## config.mk

```make
export PLATFORM = sky130hd
export DESIGN_NAME = dac_spi_regio
export DESIGN_NICKNAME = d
export VERILOG_FILES = /design/src/rtl/dac_spi_pkg.sv /design/src/rtl/spi_half_tick.sv /design/src/rtl/spi_frame_shifter.sv /design/src/rtl/dac_spi_txn_seq.sv /design/src/rtl/dac_spi_regio.sv
export SDC_FILE = /design/constraint.sdc
export NUM_CORES = 1
export LEC_CHECK = 0
export BUFFER_PORTS_ARGS = -buffer_cell sky130_fd_sc_hd__buf_2
export CAP_MARGIN = 5
export CORE_MARGIN = 2
export CORE_UTILIZATION = 61
export DETAILED_ROUTE_END_ITERATION = 8
export GPL_TIMING_DRIVEN = 0
export MAX_ROUTING_LAYER = met4
export PLACE_DENSITY = 0.82
export SYNTH_ARGS = -nofsm -noshare
export SYNTH_HDL_FRONTEND = slang
export SYNTH_HIERARCHICAL = 1
export SYNTH_SLANG_ARGS = --single-unit
```

## constraint.sdc

```tcl
create_clock -name clk -period 4.5 [get_ports clk]
set_input_delay 0.225 -clock clk [delete_from_list [all_inputs] [get_ports clk]]
set_output_delay 0.225 -clock clk [all_outputs]
set_load 0.01 [all_outputs]
```

## src/rtl/dac_spi_pkg.sv

```systemverilog
package dac_spi_pkg;
  localparam int ADDR_W  = 5;
  localparam int DATA_W  = 16;
  localparam int PAD_W   = 8;
  localparam int FRAME_W = 3 + ADDR_W + DATA_W + PAD_W;

  localparam logic [ADDR_W-1:0] RB_SEL_ADDR = 5'h13;
  localparam logic [ADDR_W-1:0] NOP_ADDR    = 5'h00;

  typedef enum logic [1:0] {
    OP_WRITE = 2'd0,
    OP_READ  = 2'd1,
    OP_RMW   = 2'd2,
    OP_BAD   = 2'd3
  } op_e;

  function automatic logic [FRAME_W-1:0] frame_word(input logic [ADDR_W-1:0] a,
                                                    input logic [DATA_W-1:0] d);
    return {3'b100, a, d, {PAD_W{1'b0}}};
  endfunction
endpackage

```

## src/rtl/spi_half_tick.sv

```systemverilog
module spi_half_tick #(
  parameter int HALF = 2
) (
  input  logic clk,
  input  logic rst,
  input  logic en,
  output logic tick
);
  generate
    if (HALF <= 1) begin : g_every
      assign tick = en;
    end else begin : g_count
      localparam int CW = $clog2(HALF);
      localparam logic [CW-1:0] LAST = CW'(HALF - 1);
      logic [CW-1:0] cnt;
      always_ff @(posedge clk) begin
        if (rst || !en)       cnt <= '0;
        else if (cnt == LAST) cnt <= '0;
        else                  cnt <= cnt + 1'b1;
      end
      assign tick = en && (cnt == LAST);
    end
  endgenerate
endmodule

```

## src/rtl/spi_frame_shifter.sv

```systemverilog
module spi_frame_shifter #(
  parameter int FRAME_W = 32,
  parameter int RX_W    = 16,
  parameter int PAD_W   = 8,
  parameter int HALF    = 2,
  parameter int CS_GAP  = 2
) (
  input  logic               clk,
  input  logic               rst,
  input  logic               start,
  input  logic [FRAME_W-1:0] tx_word,
  output logic               ready,
  output logic               done,
  output logic [RX_W-1:0]    rx_data,
  output logic               sclk,
  output logic               cs_n,
  output logic               mosi,
  input  logic               miso
);
  localparam int BW = $clog2(FRAME_W + 1);
  localparam int GW = (CS_GAP > 1) ? $clog2(CS_GAP) : 1;
  localparam logic [BW-1:0] ALL_BITS = BW'(FRAME_W);
  localparam logic [BW-1:0] CAP_END  = BW'(FRAME_W - PAD_W);
  localparam logic [GW-1:0] GAP_LAST = GW'(CS_GAP - 1);

  typedef enum logic [1:0] {F_IDLE, F_SHIFT, F_GAP} fst_e;

  fst_e               st;
  logic [FRAME_W-1:0] tx_q;
  logic [RX_W-1:0]    rx_q;
  logic [BW-1:0]      rises;
  logic [GW-1:0]      gap_q;
  logic               tick;

  spi_half_tick #(.HALF(HALF)) tick_i (
    .clk (clk),
    .rst (rst),
    .en  (st == F_SHIFT),
    .tick(tick)
  );

  always_ff @(posedge clk) begin
    if (rst) begin
      st    <= F_IDLE;
      tx_q  <= '0;
      rx_q  <= '0;
      rises <= '0;
      gap_q <= '0;
      sclk  <= 1'b0;
      cs_n  <= 1'b1;
      done  <= 1'b0;
    end else begin
      done <= 1'b0;
      case (st)
        F_IDLE: begin
          if (start) begin
            tx_q  <= tx_word;
            cs_n  <= 1'b0;
            rises <= '0;
            st    <= F_SHIFT;
          end
        end
        F_SHIFT: begin
          if (tick) begin
            if (!sclk) begin
              sclk  <= 1'b1;
              rises <= rises + 1'b1;
              // keep only the bits ahead of the trailing pad
              if (rises < CAP_END) rx_q <= {rx_q[RX_W-2:0], miso};
            end else begin
              sclk <= 1'b0;
              if (rises == ALL_BITS) begin
                cs_n  <= 1'b1;
                done  <= 1'b1;
                gap_q <= '0;
                st    <= F_GAP;
              end else begin
                tx_q <= {tx_q[FRAME_W-2:0], 1'b0};
              end
            end
          end
        end
        F_GAP: begin
          if (gap_q == GAP_LAST) st <= F_IDLE;
          else                   gap_q <= gap_q + 1'b1;
        end
        default: st <= F_IDLE;
      endcase
    end
  end

  assign ready   = (st == F_IDLE);
  assign rx_data = rx_q;
  assign mosi    = tx_q[FRAME_W-1];
endmodule

```

## src/rtl/dac_spi_txn_seq.sv

```systemverilog
module dac_spi_txn_seq
  import dac_spi_pkg::*;
(
  input  logic               clk,
  input  logic               rst,
  input  logic               cmd_valid,
  output logic               cmd_ready,
  input  logic [1:0]         cmd_op,
  input  logic [ADDR_W-1:0]  cmd_addr,
  input  logic [DATA_W-1:0]  cmd_data,
  input  logic [DATA_W-1:0]  cmd_mask,
  output logic               rsp_valid,
  output logic [DATA_W-1:0]  rsp_data,
  output logic               rsp_err,
  input  logic               fr_ready,
  input  logic               fr_done,
  input  logic [DATA_W-1:0]  fr_rdata,
  output logic               fr_start,
  output logic [FRAME_W-1:0] fr_tx
);
  typedef enum logic [2:0] {
    Q_IDLE, Q_SEL_GO, Q_SEL_WT, Q_NOP_GO, Q_NOP_WT, Q_WR_GO, Q_WR_WT, Q_RESP
  } q_e;

  q_e                st;
  op_e               op_q;
  logic [ADDR_W-1:0] addr_q;
  logic [DATA_W-1:0] data_q;
  logic [DATA_W-1:0] mask_q;
  logic [DATA_W-1:0] wval_q;
  logic [DATA_W-1:0] res_q;
  logic              err_q;

  always_comb begin
    cmd_ready = (st == Q_IDLE);
    rsp_valid = (st == Q_RESP);
    rsp_data  = res_q;
    rsp_err   = rsp_valid & err_q;
    fr_start  = 1'b0;
    fr_tx     = frame_word(NOP_ADDR, '0);
    case (st)
      Q_SEL_GO: begin
        fr_start = fr_ready;
        fr_tx    = frame_word(RB_SEL_ADDR, DATA_W'(addr_q));
      end
      Q_NOP_GO: fr_start = fr_ready;
      Q_WR_GO: begin
        fr_start = fr_ready;
        fr_tx    = frame_word(addr_q, wval_q);
      end
      default: ;
    endcase
  end

  always_ff @(posedge clk) begin
    if (rst) begin
      st     <= Q_IDLE;
      op_q   <= OP_WRITE;
      addr_q <= '0;
      data_q <= '0;
      mask_q <= '0;
      wval_q <= '0;
      res_q  <= '0;
      err_q  <= 1'b0;
    end else begin
      case (st)
        Q_IDLE: begin
          if (cmd_valid) begin
            op_q   <= op_e'(cmd_op);
            addr_q <= cmd_addr;
            data_q <= cmd_data;
            mask_q <= cmd_mask;
            err_q  <= 1'b0;
            case (op_e'(cmd_op))
              OP_WRITE: begin
                wval_q <= cmd_data;
                st     <= Q_WR_GO;
              end
              OP_READ, OP_RMW: st <= Q_SEL_GO;
              default: begin
                err_q <= 1'b1;
                res_q <= '0;
                st    <= Q_RESP;
              end
            endcase
          end
        end
        Q_SEL_GO: if (fr_ready) st <= Q_SEL_WT;
        Q_SEL_WT: if (fr_done)  st <= Q_NOP_GO;
        Q_NOP_GO: if (fr_ready) st <= Q_NOP_WT;
        Q_NOP_WT: begin
          if (fr_done) begin
            if (op_q == OP_RMW) begin
              wval_q <= (fr_rdata & ~mask_q) | data_q;
              st     <= Q_WR_GO;
            end else begin
              res_q <= fr_rdata;
              st    <= Q_RESP;
            end
          end
        end
        Q_WR_GO: if (fr_ready) st <= Q_WR_WT;
        Q_WR_WT: begin
          if (fr_done) begin
            res_q <= wval_q;
            st    <= Q_RESP;
          end
        end
        Q_RESP:  st <= Q_IDLE;
        default: st <= Q_IDLE;
      endcase
    end
  end
endmodule

```

## src/rtl/dac_spi_regio.sv

```systemverilog
module dac_spi_regio #(
  parameter int SCLK_HALF = 2,
  parameter int CS_GAP    = 2
) (
  input  logic        clk,
  input  logic        rst,
  input  logic        cmd_valid,
  output logic        cmd_ready,
  input  logic [1:0]  cmd_op,
  input  logic [4:0]  cmd_addr,
  input  logic [15:0] cmd_data,
  input  logic [15:0] cmd_mask,
  output logic        rsp_valid,
  output logic [15:0] rsp_data,
  output logic        rsp_err,
  output logic        spi_sclk,
  output logic        spi_cs_n,
  output logic        spi_mosi,
  input  logic        spi_miso
);
  import dac_spi_pkg::*;

  logic                  fr_ready;
  logic                  fr_done;
  logic                  fr_start;
  logic [DATA_W-1:0]     fr_rdata;
  logic [FRAME_W-1:0]    fr_tx;

  dac_spi_txn_seq seq_i (
    .clk      (clk),
    .rst      (rst),
    .cmd_valid(cmd_valid),
    .cmd_ready(cmd_ready),
    .cmd_op   (cmd_op),
    .cmd_addr (cmd_addr),
    .cmd_data (cmd_data),
    .cmd_mask (cmd_mask),
    .rsp_valid(rsp_valid),
    .rsp_data (rsp_data),
    .rsp_err  (rsp_err),
    .fr_ready (fr_ready),
    .fr_done  (fr_done),
    .fr_rdata (fr_rdata),
    .fr_start (fr_start),
    .fr_tx    (fr_tx)
  );

  spi_frame_shifter #(
    .FRAME_W(FRAME_W),
    .RX_W   (DATA_W),
    .PAD_W  (PAD_W),
    .HALF   (SCLK_HALF),
    .CS_GAP (CS_GAP)
  ) shf_i (
    .clk    (clk),
    .rst    (rst),
    .start  (fr_start),
    .tx_word(fr_tx),
    .ready  (fr_ready),
    .done   (fr_done),
    .rx_data(fr_rdata),
    .sclk   (spi_sclk),
    .cs_n   (spi_cs_n),
    .mosi   (spi_mosi),
    .miso   (spi_miso)
  );
endmodule

```

==> run_results.csv, run 1 <==
group,metric,value,unit
logic_synthesis,yosys.area.top_type,"dfxtp_1",
status,status,"completed",
layout,multi_input_area,3380,sq um
timing,tightest_slew,0.757,ns
logic_synthesis,yosysMostFrequentCell,"dfxtp_1",
placement,dp_hpwl,11.4,mm
layout,instances_no_fill,1016,
placement,gp_congestion,0.962,
route,first_pass_iters,5,
timing,max_freq,372,MHz
worst_setup_path,rr_startpoint,"seq_i/st[2]$_SDFFE_PP0P_",
clock_tree,clock-sinks,136,
worst_setup_path,cp_max_fo,10,
logic_synthesis,ys_seq_area_share,41.7,%
logic_synthesis,syn_area,6530,sq um
timing,relSlewSlack,49.5,%
logic_synthesis,synth_cell_types,53,
die,die_h,107,um
clock_tree,numCtsBuffers,17,
worst_setup_path,reg2reg_slack,1.82,ns
worst_setup_path,crit_required,4.95,ns
power,total_power,0.00430,W
logic_synthesis,synth_area_leaders,"dfxtp_1 (42%), mux2i_1 (11%), a21oi_1 (8.6%)",
power,power.leakage,3.43,nW
timing,finalCriticalPeriod,2.68,ns
timing,post-route-period-util,59.7,%
grt,grt_max_degree,17,
clock_tree,htree_levels,4,
logic_synthesis,synth_warnings,6,
logic_synthesis,ys.flop_type,"dfxtp_1",
route,wirelength,17.2,mm
route,ant_nets,0,
route,wire_per_inst,16.9,um
placement,io_buffers,64,
worst_setup_path,reg2reg_depth,8,
worst_setup_path,critical_path_arrival,3.13,ns
logic_synthesis,ys_ff_latch,136,
logic_synthesis,ys_top_cells_by_count,"dfxtp_1 (136), nand2_1 (120), a21oi_1 (112)",
worst_setup_path,setup.worst_path.class,"reg -> reg",
flow_run,cap_violations,0,
layout,layout.nets,914,
worst_hold_path,whs_path_depth,2,
die,start_util,63.0,%
timing,hold_viol_final,0,
timing,rsz0062_at_grt,"false",
timing,setup_slack,1.82,ns
route,vias,5777,
worst_setup_path,worstSetupStartpointType,"flop",
timing,setup_viol,0,
grt,grt_pass1_vias,5843,
worst_hold_path,hold_end,"shf_i/tick_i/g_count.cnt$_SDFF_PP0_",
route,dr.first_iter.drc_count,424,
layout,seqCellArea,2720,sq um
die,core,10400,sq um
layout,area_growth,23.7,%
clock_tree,clk_pin_slew,0.06,ns
timing,finClkSkew,0.00959,ns
logic_synthesis,synth_area_per_cell,8.88,sq um
logic_synthesis,syn_inst,735,
grt,track_usage,31.8,%
layout,drive_above_1_share,21.6,%
route,viasPerCell,5.69,
worst_hold_path,worstHoldStart,"rst",
route,drcViolationCount,0,
grt,grt-ovfl-total,0,
timing,finalSetupTns,0,ns
die,io_pins,65,
clock_tree,cts_resized,0,
die,die_w,107,um
logic_synthesis,async_flop_share,0,%
die,die_area,11500,sq um
timing,drv_slew,0,
clock_tree,cts_root_buffer,"clkbuf_8",
layout,n_antenna_cell,0,
clock_tree,cts_buffer_depth,2,
clock_tree,clk_latency,0.53,ns
worst_hold_path,hold_path.class,"in -> reg",
clock_tree,postCtsSetupBuffers,0,
grt,antenna_found_initial,0,
power,p_per_area,532,nW/um^2
grt,grt_pass1_wl,28.0,mm
layout,fin_util,77.9,%
worst_setup_path,timing.rr.end,"shf_i/tx_q[8]$_SDFFE_PP0P_",
placement,dp_cells,944,
placement,post-place-ws,1.95,ns
layout,final.fill_count,666,
power,vdd_drop_max,0.000272,V
logic_synthesis,yosysTopAreaCellShare,41.7,%
worst_setup_path,worstSetupEndpointType,"flop",
clock_tree,cts_tree,"yes",
die,rows,37,
clock_tree,cts_hold_buf,40,
logic_synthesis,synth_edf_count,0,
## metrics by stage
step           area, sq um  hold WS [ns]
2_1_floorplan         6560         0.296
3_3_place_gp          7050         0.415
3_5_place_dp          7050         0.416
4_1_cts               8080        0.0258
5_1_grt               8080        0.0497
6_report              8080        0.0446
## sequential cells by signal (all words and copies together), names as in the netlist, 3 cells and up
name and flops:
seq_i/wval_q 16, seq_i/st 3, shf_i/tx_q 32, shf_i/rx_data 16, shf_i/rises 6, seq_i/rsp_data 16
seq_i/addr_q 5, seq_i/data_q 16, seq_i/mask_q 16
## layout make-up
type | instances | share of cell area (%)
clock inverters | 13 | 2.40
repair buffers | 104 | 8.92
inverters | 29 | 1.38
clock buffers | 19 | 5.34
plain buffers | 65 | 4.38
multi-input cells | 514 | 41.8
flip-flops and latches | 136 | 33.7
well taps | 136 | 2.11
## where the power goes
group	total (W)	switching, W	internal, W
Clock	0.00146	0.000542	0.000922
Sequential	0.00156	0.000137	0.00142
Combinational	0.00128	0.000755	0.000524
## routing by layer
| layer | vias up | wire length, um | share of wire (%) | global-route usage, % |
|---|---|---|---|---|
| li1 | 2757 | - | - | - |
| met4 | 0 | 400 | 2.3 | 13.7 |
| met5 | - | 0 | 0 | - |
| met1 | 2756 | 6810 | 40 | 35.1 |
| met2 | 218 | 9020 | 52 | 56.1 |
| met3 | 46 | 964 | 5.6 | 6.05 |
## worst max path at each step
stage / slack [ns] / endpoint / startpoint
finish: 1.82 / shf_i/tx_q[8]$_SDFFE_PP0P_ / seq_i/st[2]$_SDFFE_PP0P_
global placement: 1.99 / shf_i/tx_q[28]$_SDFFE_PP0P_ / seq_i/st[2]$_SDFFE_PP0P_
floorplan: 2.36 / shf_i/tx_q[1]$_SDFFE_PP0P_ / seq_i/st[2]$_SDFFE_PP0P_
CTS: 1.88 / shf_i/tx_q[13]$_SDFFE_PP0P_ / seq_i/st[2]$_SDFFE_PP0P_
detailed placement: 1.95 / shf_i/tx_q[8]$_SDFFE_PP0P_ / seq_i/st[2]$_SDFFE_PP0P_
global route: 1.57 / shf_i/tx_q[4]$_SDFFE_PP0P_ / seq_i/st[2]$_SDFFE_PP0P_
## critical path: stages (launching register included)
cell,delay [ns]
dfxtp_1,0.35
buf_4,0.19
clkbuf_1,0.27
a21oi_1,0.30
nor3b_2,0.55
a31o_4,0.21
clkbuf_1,0.36
a21oi_1,0.16
a211oi_2,0.22
## cell usage in the layout, fill, tap and decap left out, drive strengths merged, types with 4 or more instances in the layout
cell and n:
a211o 16, a211oi 33, a21oi 112, and2 17
buf 96, bufinv 4, clkbuf 52, clkinv 6
conb 11, dfxtp 136, dlygate4sd3 40, ha 4
inv 31, mux2 18, mux2i 69, nand2 121
nand2b 20, nor2 51, xor2 4
## logic make-up (layout without fill, tap and decap cells)
group	count (synthesis)	after routing	synth area share (%)
buf+inv	94	230	7.13
mux	87	87	13.7
xor+xnor	4	4	0.536
other cells	2	11	0.115
flops	136	136	41.7
fa+ha+maj	4	4	0.766
simple gates	231	231	16.8
compound gates	177	177	19.3
(Power assumes the default switching activity.)
==> run 2, diff against run 1 <==
--- a/config.mk
+++ b/config.mk
@@ -8,11 +8,11 @@
 export BUFFER_PORTS_ARGS = -buffer_cell sky130_fd_sc_hd__buf_2
 export CAP_MARGIN = 5
 export CORE_MARGIN = 2
-export CORE_UTILIZATION = 61
+export CORE_UTILIZATION = 54
 export DETAILED_ROUTE_END_ITERATION = 8
 export GPL_TIMING_DRIVEN = 0
 export MAX_ROUTING_LAYER = met4
-export PLACE_DENSITY = 0.82
+export PLACE_DENSITY = 0.77
 export SYNTH_ARGS = -nofsm -noshare
 export SYNTH_HDL_FRONTEND = slang
 export SYNTH_HIERARCHICAL = 1
==> constraint.sdc (replaced) <==
create_clock -name clk -period 2.3 [get_ports clk]
set_input_delay 0.115 -clock clk [delete_from_list [all_inputs] [get_ports clk]]
set_output_delay 0.115 -clock clk [all_outputs]
set_load 0.01 [all_outputs]
==> run 2 against run 1 <==
Net effect:
- combinational power is 96% higher
- worst hold slack hardly changed
- first-iteration DRC count is 12% lower
- clock power is 84% higher
- core utilization is 10 points lower
- global-route usage is 3.8 points lower
- register-to-register slack worse by 1.7 ns
- highest routed layer unchanged
==> run_results.csv, run 2 (synthesis results as in run 1) <==
group,metric,value,unit
timing,max_freq,466,MHz
clock_tree,cts_root_buffer,"clkbuf_16",
clock_tree,cts_buffer_depth,2,
route,drcViolationCount,0,
layout,largest_register_ffs,32,
route,viasPerCell,5.48,
power,p_per_area,1020,nW/um^2
timing,drv_slew,0,
timing,tightest_slew,0.742,ns
clock_tree,clock-sinks,136,
die,io_pins,65,
die,die_h,114,um
clock_tree,clk_pin_slew,0.06,ns
die,core,11900,sq um
worst_setup_path,cp_top_family,"simple AND/OR/NAND/NOR gates",
die,die_w,114,um
worst_setup_path,setup.worst_path.class,"reg -> reg",
timing,setup_viol,0,
layout,drive_above_1_share,21.7,%
grt,grt_max_degree,20,
worst_setup_path,path_cells,"nand2b_1, buf_4, inv_4, and2_2, nor4bb_1, clkbuf_1, o2111ai_1, xor2_1, nor2_1",
layout,final_cell_mix,"dfxtp_1 (136), nand2_1 (120), a21oi_1 (112), buf_2 (73), mux2i_1 (69)",
timing,finClkSkew,0.0110,ns
layout,final_common_cell,"dfxtp_1",
timing,rsz0062_at_grt,"false",
timing,relSlewSlack,50.6,%
worst_setup_path,worstSetupEndpointType,"flop",
layout,area_growth,23.5,%
power,power.internal,0.00547,W
worst_setup_path,critical_path_arrival,2.46,ns
placement,io_buffers,64,
placement,dp_hpwl,11.5,mm
layout,instances_no_fill,1026,
layout,n_antenna_cell,0,
timing,post-route-period-util,93.3,%
clock_tree,htree_levels,4,
power,vdd_drop_max,0.000827,V
worst_setup_path,critPathSlowestCell,"dfxtp_1",
grt,grt-ovfl-total,0,
worst_setup_path,crit_required,2.62,ns
placement,dp_cells,955,
grt,track_usage,28.0,%
power,power.switching,0.00276,W
power,seqPwrFrac,36.9,%
power,total_power,0.00823,W
power,clkPwrFrac,32.6,%
clock_tree,numCtsBuffers,17,
clock_tree,clk_latency,0.42,ns
worst_setup_path,cp_max_fo,10,
clock_tree,cts_tree,"yes",
worst_setup_path,critPathMaxStageDelay,0.38,ns
worst_setup_path,worstSetupStartpointType,"flop",
route,dr.first_iter.drc_count,375,
route,vias,5618,
route,wirelength,16.9,mm
timing,finalCriticalPeriod,2.14,ns
layout,final.fill_count,938,
placement,gp_congestion,0.938,
layout,layout.nets,913,
grt,grt_pass1_wl,27.7,mm
grt,antenna_found_initial,0,
timing,whs,0.0444,ns
power,p_sw_share,33.5,%
power,power.leakage,3.42,nW
timing,hold_viol_final,0,
layout,max_flop_register,"shf_i/tx_q",
die,start_util,54.8,%
layout,fin_util,67.7,%
die,die_area,13000,sq um
route,wire_per_inst,16.5,um
worst_hold_path,hold_path.class,"in -> reg",
status,status,"completed",
route,first_pass_iters,5,
grt,grt_pass1_vias,5806,
flow_run,cap_violations,0,
power,pwr-share-comb,30.5,%
worst_setup_path,crit_buf_inv,3,
route,ant_nets,0,
die,rows,40,
==> run 2: layout make-up <==
type                       count  area, sq um  area share, %
inverter                      29          111           1.38
tap                          147          184           2.28
multi-input combinational    514         3380           41.9
timing repair buffer         105          728           9.03
sequential                   136         2720           33.8
clock buffer                  22          464           5.76
clock inverter                10          120           1.49
buffer                        63          352           4.36
==> run 2: worst paths after layout <==
path                                                           from                             endpoint  slack [ns]  cells past startpoint
worst max-delay path                       shf_i/st[1]$_SDFFE_PP0P_          shf_i/rises[3]$_SDFFE_PP0P_        0.16                      9
worst min-delay path                                            rst  shf_i/tick_i/g_count.cnt$_SDFF_PP0_        0.04                      2
worst max register to register             shf_i/st[1]$_SDFFE_PP0P_          shf_i/rises[3]$_SDFFE_PP0P_        0.16                      9
worst min register to register  shf_i/tick_i/g_count.cnt$_SDFF_PP0_  shf_i/tick_i/g_count.cnt$_SDFF_PP0_        0.43                      1
==> run 2: worst register-to-register path, cell delays in order, from the launching register on <==
cell and delay (ns):
dfxtp_1 0.38, nand2b_1 0.17, buf_4 0.17, inv_4 0.11, and2_2 0.22, nor4bb_1 0.22
clkbuf_1 0.34, o2111ai_1 0.21, xor2_1 0.18, nor2_1 0.05
==> run 2: routing by layer <==
layer	vias up	share of wire, %	track usage [%]
li1	2760	-	-
met1	2673	41	31.1
met2	147	52	49.2
met3	38	4.2	5.90
met4	0	2.3	10.9
met5	-	0	-
==> run 2: repair_timing <==
item / 4_1_cts / 5_1_grt
hold buffers: 40 / 0
hold endpoints to repair: 40 / 0
setup endpoints to repair: 34 / 21
gates resized for setup: 1 / 5
setup buffers: 1 / 0
==> run 2: per-stage QoR <==
stage | worst slack, ns | instance area, sq um | setup TNS (ns)
floorplan | 0.165 | 6560 | 0
global placement | -0.245 | 7070 | -5.73
detailed placement | -0.324 | 7070 | -7.94
CTS | 0.0329 | 8060 | 0
global route | 0.00448 | 8060 | 0
finish | 0.155 | 8060 | 0
==> run 2: power by group through the flow <==
stage | combinational, W | sequential, W | clock, W
3_3_place_gp | 0.00230 | 0.00305 | 0
3_5_place_dp | 0.00239 | 0.00307 | 0
2_1_floorplan | 0.00191 | 0.00301 | 0
5_1_grt | 0.00274 | 0.00308 | 0.00283
6_report | 0.00251 | 0.00304 | 0.00268
4_1_cts | 0.00249 | 0.00303 | 0.00271
